--- config.mk ---
export PLATFORM = sky130hd
export DESIGN_NAME = por_sup
export DESIGN_NICKNAME = d
export VERILOG_FILES = /design/src/rtl/por_sup_pkg.sv /design/src/rtl/por_sup_dp.sv /design/src/rtl/por_sup_ctrl.sv /design/src/rtl/por_sup.sv
export SDC_FILE = /design/constraint.sdc
export NUM_CORES = 1
export LEC_CHECK = 0
export BUFFER_PORTS_ARGS = -buffer_cell sky130_fd_sc_hd__buf_2
export CORE_ASPECT_RATIO = 0.5
export CORE_MARGIN = 1
export CORE_UTILIZATION = 45
export CTS_BUF_LIST = sky130_fd_sc_hd__clkbuf_16
export DETAILED_ROUTE_END_ITERATION = 6
export PLACE_DENSITY = 0.7
export SLEW_MARGIN = 5
export SYNTH_ARGS = -nofsm -noshare
export SYNTH_HDL_FRONTEND = slang
export SYNTH_SLANG_ARGS = --single-unit
--- constraint.sdc ---
create_clock -name clk -period 3.1 [get_ports clk]
set_input_delay 0.775 -clock clk [delete_from_list [all_inputs] [get_ports clk]]
set_output_delay 0.775 -clock clk [all_outputs]
set_load 0.01 [all_outputs]
--- src/rtl/por_sup_pkg.sv ---
package por_sup_pkg;
  // Strobes from control to the shared timer in the datapath
  typedef struct packed {
    logic run;       // advance prescaler / tick count
    logic clr;       // restart the window from zero
    logic useAstLim; // compare against the deglitch limit instead of release limit
  } tmrCtl_t;

  typedef enum logic {
    ST_LOW  = 1'b0,
    ST_HIGH = 1'b1
  } supState_t;
endpackage

--- src/rtl/por_sup_dp.sv ---
module por_sup_dp
  import por_sup_pkg::*;
#(
  parameter int NUM_CHAN      = 5,
  parameter int TICK_DIV      = 100,
  parameter int RELEASE_TICKS = 5700,
  parameter int ASSERT_TICKS  = 10
) (
  input  logic                clk,
  input  logic                rstN,
  input  tmrCtl_t             ctl,
  input  logic                supplyAboveLockout,
  input  logic                supplyAboveMonitor,
  input  logic                supplyBelowOver,
  input  logic                thermalTrip,
  input  logic [NUM_CHAN-1:0] chanEnable,
  input  logic [NUM_CHAN-1:0] chanGood,
  output logic                allOk,
  output logic                anyEnabled,
  output logic                atLimit
);
  localparam int LIM_MAX = (RELEASE_TICKS > ASSERT_TICKS) ? RELEASE_TICKS : ASSERT_TICKS;
  localparam int PRE_W   = (TICK_DIV > 1) ? $clog2(TICK_DIV) : 1;
  localparam int TCK_W   = (LIM_MAX > 1) ? $clog2(LIM_MAX) : 1;
  localparam logic [PRE_W-1:0] PRE_LAST = PRE_W'(TICK_DIV - 1);
  localparam logic [TCK_W-1:0] REL_LAST = TCK_W'(RELEASE_TICKS - 1);
  localparam logic [TCK_W-1:0] AST_LAST = TCK_W'(ASSERT_TICKS - 1);
  localparam logic [TCK_W-1:0] TCK_TOP  = TCK_W'(LIM_MAX - 1);

  logic [NUM_CHAN-1:0] chanOk;
  logic [PRE_W-1:0]    preCnt;
  logic [TCK_W-1:0]    tickCnt;
  logic                supplyOk;
  logic                preWrap;

  for (genvar c = 0; c < NUM_CHAN; c++) begin : g_mask
    assign chanOk[c] = !chanEnable[c] || chanGood[c];
  end

  assign supplyOk   = supplyAboveLockout && supplyAboveMonitor && supplyBelowOver && !thermalTrip;
  assign anyEnabled = |chanEnable;
  assign allOk      = supplyOk && anyEnabled && (&chanOk);

  assign preWrap = (preCnt == PRE_LAST);
  assign atLimit = preWrap && (tickCnt == (ctl.useAstLim ? AST_LAST : REL_LAST));

  always_ff @(posedge clk or negedge rstN) begin
    if (!rstN) begin
      preCnt  <= '0;
      tickCnt <= '0;
    end else if (ctl.clr) begin
      preCnt  <= '0;
      tickCnt <= '0;
    end else if (ctl.run) begin
      if (preWrap) begin
        preCnt  <= '0;
        tickCnt <= tickCnt + TCK_W'(1);
      end else begin
        preCnt <= preCnt + PRE_W'(1);
      end
    end
  end


  tmr_restart_chk: assert property (@(posedge clk) disable iff (!rstN)
    ctl.clr |=> (preCnt == '0 && tickCnt == '0));


  tmr_range_chk: assert property (@(posedge clk) disable iff (!rstN)
    tickCnt <= TCK_TOP);
endmodule

--- src/rtl/por_sup_ctrl.sv ---
module por_sup_ctrl
  import por_sup_pkg::*;
(
  input  logic    clk,
  input  logic    rstN,
  input  logic    allOk,
  input  logic    anyEnabled,
  input  logic    atLimit,
  output tmrCtl_t ctl,
  output logic    relOut
);
  supState_t state, stateNext;
  logic      watchCond;
  logic      fire;

  // In the low state the window qualifies good cycles; in the high state it counts faults
  assign watchCond = (state == ST_LOW) ? allOk : !allOk;
  assign fire      = watchCond && atLimit;

  always_comb begin
    ctl.run       = watchCond && !fire;
    ctl.clr       = !watchCond || fire;
    ctl.useAstLim = (state == ST_HIGH);
    stateNext     = state;
    if (fire) stateNext = (state == ST_LOW) ? ST_HIGH : ST_LOW;
  end

  always_ff @(posedge clk or negedge rstN) begin
    if (!rstN) state <= ST_LOW;
    else       state <= stateNext;
  end

  assign relOut = (state == ST_HIGH);


  rise_qualified_chk: assert property (@(posedge clk) disable iff (!rstN)
    $rose(relOut) |-> $past(allOk));


  fall_on_fault_chk: assert property (@(posedge clk) disable iff (!rstN)
    $fell(relOut) |-> !$past(allOk));


  none_enabled_low_chk: assert property (@(posedge clk) disable iff (!rstN)
    (!anyEnabled && !relOut) |=> !relOut);
endmodule

--- src/rtl/por_sup.sv ---
module por_sup
  import por_sup_pkg::*;
#(
  parameter int NUM_CHAN      = 5,
  parameter int TICK_DIV      = 100,
  parameter int RELEASE_TICKS = 5700,
  parameter int ASSERT_TICKS  = 10
) (
  input  logic                clk,
  input  logic                rstN,
  input  logic                supplyAboveLockout,
  input  logic                supplyAboveMonitor,
  input  logic                supplyBelowOver,
  input  logic                thermalTrip,
  input  logic [NUM_CHAN-1:0] chanEnable,
  input  logic [NUM_CHAN-1:0] chanGood,
  output logic                resetRelease
);
  tmrCtl_t tmrCtl;
  logic    allOk;
  logic    anyEnabled;
  logic    atLimit;

  por_sup_dp #(
    .NUM_CHAN(NUM_CHAN), .TICK_DIV(TICK_DIV),
    .RELEASE_TICKS(RELEASE_TICKS), .ASSERT_TICKS(ASSERT_TICKS)
  ) u_dp (
    .clk(clk), .rstN(rstN), .ctl(tmrCtl),
    .supplyAboveLockout(supplyAboveLockout), .supplyAboveMonitor(supplyAboveMonitor),
    .supplyBelowOver(supplyBelowOver), .thermalTrip(thermalTrip),
    .chanEnable(chanEnable), .chanGood(chanGood),
    .allOk(allOk), .anyEnabled(anyEnabled), .atLimit(atLimit)
  );

  por_sup_ctrl u_ctrl (
    .clk(clk), .rstN(rstN), .allOk(allOk), .anyEnabled(anyEnabled),
    .atLimit(atLimit), .ctl(tmrCtl), .relOut(resetRelease)
  );
endmodule

After elaboration in Yosys (flattened, before gate mapping)
Index checks and enable logic that the tools add are counted.
{"block": "word_totals", "reg_bits": 21, "in_bits": 16}
{"block": "classes", "add_sub_neg": 2, "n_eq_ne": 2, "n_mux": 9, "reduce_logical": 28}
{"operator": "two-way mux 13 bit", "n": 4}
{"operator": "two-way mux 7 bit", "n": 3}
{"operator": "adder 13 x 1 -> 13 bit, second input constant", "n": 1}
{"operator": "equality test 13 bit", "n": 1}
{"operator": "zero test 1 bit", "n": 9}
{"operator": "logical AND 1 bit", "n": 8}
{"operator": "adder 7 x 1 -> 7 bit, second input constant", "n": 1}
{"operator": "equality test 7 bit, second input constant", "n": 1}
{"operator": "logical OR 1 bit", "n": 6}
{"operator": "AND reduction 5 bit", "n": 1}
{"operator": "OR reduction 5 bit", "n": 1}
{"operator": "nonzero test 2 bit", "n": 2}
{"operator": "two-way mux 1 bit", "n": 2}
{"operator": "AND reduction 2 bit", "n": 1}

Logic depth before layout (Yosys ltp)
{"block": "logic_depth", "ltp_word": 12, "depth_mapped": 7, "depth_no_buf": 6}

Hierarchy
From an unflattened synthesis, not the netlist that was laid out.
{"block": "hier_totals", "hier_cells": 137, "hier_area_um2": 1256.2}
{"mod": "por_sup_dp", "instances": 1, "cells_each": 131, "area_each_um2": 1188.6, "seq_area_each_um2": 500.5}
{"mod": "por_sup_ctrl", "instances": 1, "cells_each": 6, "area_each_um2": 67.6, "seq_area_each_um2": 25.0}

Worst setup path before layout
Ideal clock, no wire load.
{"block": "synth_timing", "path_kind": "in2reg", "start": "input port chanEnable[0]", "end": "register u_dp.preCnt[0]", "arrival_ns": 2.009, "required_ns": 3.020, "path_slack_ns": 1.010, "stages": 6, "n_path_buf": 1, "path_cell_list": "or4_1 nor2_2 nor4_1 nand2b_4 buf_2 nor3_2"}
{"block": "synth_between", "elab_chain_len": 10, "word_cells_on_any_way": 15, "cone_classes": "mux (2); reduce/logical (13)"}
{"item": "start: declaration", "line_no": "por_sup.sv:15", "text": "input logic [NUM_CHAN-1:0] chanEnable,"}
{"item": "zero test 1 bit", "line_no": "por_sup_dp.sv:37", "text": "assign chanOk[c] = !chanEnable[c] || chanGood[c];"}
{"item": "logical OR 1 bit", "line_no": "por_sup_dp.sv:37"}
{"item": "AND reduction 5 bit", "line_no": "por_sup_dp.sv:42", "text": "assign allOk = supplyOk && anyEnabled && (&chanOk);"}
{"item": "logical AND 1 bit *", "line_no": "por_sup_dp.sv:42"}
{"item": "zero test 1 bit", "line_no": "por_sup_ctrl.sv:17", "text": "assign watchCond = (state == ST_LOW) ? allOk : !allOk;"}
{"item": "two-way mux 1 bit *", "line_no": "por_sup_ctrl.sv:17"}
{"item": "logical AND 1 bit", "line_no": "por_sup_ctrl.sv:18", "text": "assign fire = watchCond && atLimit;"}
{"item": "zero test 1 bit", "line_no": "por_sup_ctrl.sv:21", "text": "ctl.run = watchCond && !fire;"}
{"item": "logical AND 1 bit", "line_no": "por_sup_ctrl.sv:21"}
{"item": "nonzero test 2 bit (no line)"}
{"item": "end signal: assignment", "line_no": "por_sup_dp.sv:59", "text": "preCnt <= preCnt + PRE_W'(1);"}
{"item": "end: declaration", "line_no": "por_sup_dp.sv:31", "text": "logic [PRE_W-1:0] preCnt;"}
Every way passes the cells marked *; elsewhere a longest branch is shown, timed or not.
A chain may end at the register's enable or synchronous reset.

Final worst setup path
{"block": "layout_timing", "start": "input port thermalTrip", "end": "register u_dp.preCnt[6]"}
{"block": "layout_between", "elab_chain_len": 10, "word_cells_on_any_way": 13, "cone_classes": "mux (2); reduce/logical (11)"}
{"item": "start: declaration", "line_no": "por_sup.sv:14", "text": "input logic thermalTrip,"}
{"item": "zero test 1 bit *", "line_no": "por_sup_dp.sv:40", "text": "assign supplyOk = supplyAboveLockout && supplyAboveMonitor && supplyBelowOver && !thermalTrip;"}
{"item": "logical AND 1 bit *", "line_no": "por_sup_dp.sv:40"}
{"item": "logical AND 1 bit * (2 in series)", "line_no": "por_sup_dp.sv:42"}
{"item": "zero test 1 bit", "line_no": "por_sup_ctrl.sv:17"}
{"item": "two-way mux 1 bit *", "line_no": "por_sup_ctrl.sv:17"}
{"item": "logical AND 1 bit", "line_no": "por_sup_ctrl.sv:18"}
{"item": "zero test 1 bit", "line_no": "por_sup_ctrl.sv:21"}
{"item": "logical AND 1 bit", "line_no": "por_sup_ctrl.sv:21"}
{"item": "nonzero test 2 bit (no line)"}
Marks and branches as above.

==> summary.txt <==
ANT nets after route -> 0
Slew margin rel. -> 68.07%
Synth-to-Final Area Change -> 15.36%
TritonCTS Sinks -> 21
Layout cells sized above 1 -> 23.36%
Post-layout min period -> 1.966 ns
Antenna violations before repair -> 0
Setup TNS -> 0 ns
DP Worst Slack -> 0.8349 ns
Critical path class -> in2reg
Later-pin clock latency in the skew report -> 0.25 ns
Post-Synth Adder-Cell Area -> 2.090%
Cell Area, Synth -> 1197 µm²
Setup crit end kind -> flop
Dominant synthesized flop cell -> dfrtp_1
Final setup viols -> 0
Crit share post-route -> 63.43%
Die W -> 74.95 µm
Synth Area in Compound Gates -> 5.538%
Area of the die -> 2884 µm²
Total Routing Usage GR -> 20.75%
CTS Root Buffer Type -> clkbuf_16
Seq/Total Area, Yosys -> 43.89%
Data required time of the worst path -> 3.27 ns
Tot Pwr -> 0.8476 mW
Io pins -> 17
Via density -> 5.157
Crit path launch type -> primary input
Met1 wire length -> 1.178 mm
XOR/XNOR Fraction of Synth Area -> 12.43%
HP Class -> in2async
Yosys top cell area share -> 43.89%
Crit path DAT -> 2.13 ns
Final Wtd Congestion -> 0.8352
Tightest Pin Transition -> 0.4790 ns
H-Tree Level Count -> 1
Most area-hungry cell type in the Yosys netlist -> dfrtp_1
Top sig layer -> met4
Post-CTS Setup Inserts -> 0
Vias -> 887
Lkg Pwr -> 0.6005 nW
Core ar. -> 2357 µm²
Max-Cap Viols -> 0
Status -> finished, final reports clean
Iter 0 DRT Violations -> 119
Die height -> 38.48 µm
Wire length per cell -> 12.92 µm
Mapped Nets -> 138
Mux contribution to synthesized area -> 0%
Largest net degree at the start of global routing -> 22
Post-Synthesis Cells -> 120
Async set-or-reset flop fraction in the synthesized netlist -> 100.0%
Slew Limit Fails -> 0
Hold_ws -> 0.4769 ns
Initial Util -> 50.80%
Vias in the first global route -> 914
Post-Route Skew -> 0.006218 ns
YS warnings -> 0
Metal2 WL -> 958 µm
Drt pass-1 iters -> 4
TritonCTS clock tree -> yes
Most common cell in the synthesized netlist -> dfrtp_1
Pwr dens -> 613.6 nW/µm²
Final hold violation count -> 0
Worst setup margin -> 1.134 ns
Post-synth EDFFs -> 0
Detailed placement HPWL -> 1.633 mm
Clock buffer depth -> 2
Most frequent cells after synthesis -> 21 x dfrtp_1, 15 x nor2_1, 12 x xnor2_1
Global route overflow -> 0
Critical path fanouts, max -> 12
#FFs+latches synth -> 21
CTS Buf Count -> 3
Hold Buf Count CTS -> 0
Fmax -> 0.5086 GHz
Final #Nets -> 156
Largest family of logic cells by synthesized area -> simple AND/OR/NAND/NOR gates
Input/output buffers -> 16
N_diodes -> 0
Cts repair resizes -> 0
Simple-gate share of the synthesized area -> 31.97%
Syn Area/Cell -> 9.978 µm²
Top area cells in the synthesized netlist -> dfrtp_1 44%, xnor2_1 8.8%, nor2_1 4.7%
RSZ-0062 raised after global routing -> false
Post-layout util -> 58.60%
First-pass GRT wire length -> 4.160 mm
Post-route DRC -> 0
Met3 WL -> 69 µm
Routed WL -> 2.223 mm
Clock transition at path regs -> 0.06 ns
Max VDD drop -> 0.0005348 V
# rows -> 12
Post-synth cell types -> 34
==> per-stage QoR <==
stage	std cells	instance area (µm²)
2_1_floorplan	120	1197
4_1_cts	172	1381
3_5_place_dp	168	1303
3_3_place_gp	168	1303
5_1_grt	172	1381
6_report	172	1381
==> final timing paths <==
check                               start               end  slack (ns)  cells past startpoint
hold / removal                       rstN   u_dp.tickCnt[2]        0.48                      1
min in group clk           u_dp.preCnt[0]    u_dp.preCnt[0]        0.48                      1
hold reg to reg            u_dp.preCnt[0]    u_dp.preCnt[0]        0.48                      1
setup reg to reg           u_dp.preCnt[0]  u_dp.tickCnt[10]        1.15                      6
max in group asynchronous            rstN    u_dp.preCnt[1]        2.29                      1
setup / recovery              thermalTrip    u_dp.preCnt[6]        1.13                      6
==> routing by layer <==
metal / global-route usage [%] / vias up
met5: 0 / -
met4: 6.132 / 0
met3: 5.526 / 2
met2: 33.11 / 17
met1: 27.95 / 412
li1: - / 456
==> cell families after synthesis <==
| family | after synthesis |
|---|---|
| flops | 21 |
| buf+inv | 10 |
| simple gates | 64 |
| xor+xnor | 17 |
| fa+ha+maj | 2 |
| compound gates | 6 |
==> where the power goes <==
group	internal, mW	switching, mW	total, mW
clock network	0.172	0.0943	0.266
logic	0.0877	0.0749	0.163
registers	0.343	0.0762	0.419
==> cell type report <==
class	instances	area, µm²
Fill cell	202	975.9
Multi-Input combinational cell	89	623.1
Sequential cell	21	525.5
Timing Repair Buffer	17	87.58
Clock buffer	3	75.07
Tap cell	35	43.79
Inverter	6	22.52
Clock inverter	1	3.754
==> cell usage in the layout, fill, tap and decap left out, types with 2 or more instances in the layout <==
| master | instances |
|---|---|
| nor4_1 | 5 |
| nand3_1 | 6 |
| xnor2_1 | 12 |
| and4_1 | 2 |
| clkbuf_16 | 3 |
| nor2_1 | 15 |
| o221ai_1 | 2 |
| xor2_1 | 5 |
| nor3_1 | 6 |
| nand4_1 | 3 |
| dfrtp_1 | 21 |
| ha_1 | 2 |
| nand2_1 | 9 |
| inv_1 | 7 |
| nor3_2 | 2 |
| nor2_2 | 4 |
| buf_2 | 16 |
==> critical path: stages <==
cell	delay [ns]
buf_2	0.09
and4b_1	0.23
o221ai_1	0.18
o31ai_2	0.47
nand2b_4	0.18
nor3_1	0.21
==> registers in the layout, indices dropped and copies added, names as in the netlist <==
name,flops
u_ctrl.relOut,1
u_dp.tickCnt,13
u_dp.preCnt,7
Note: power is estimated with default switching activity, not from simulation.
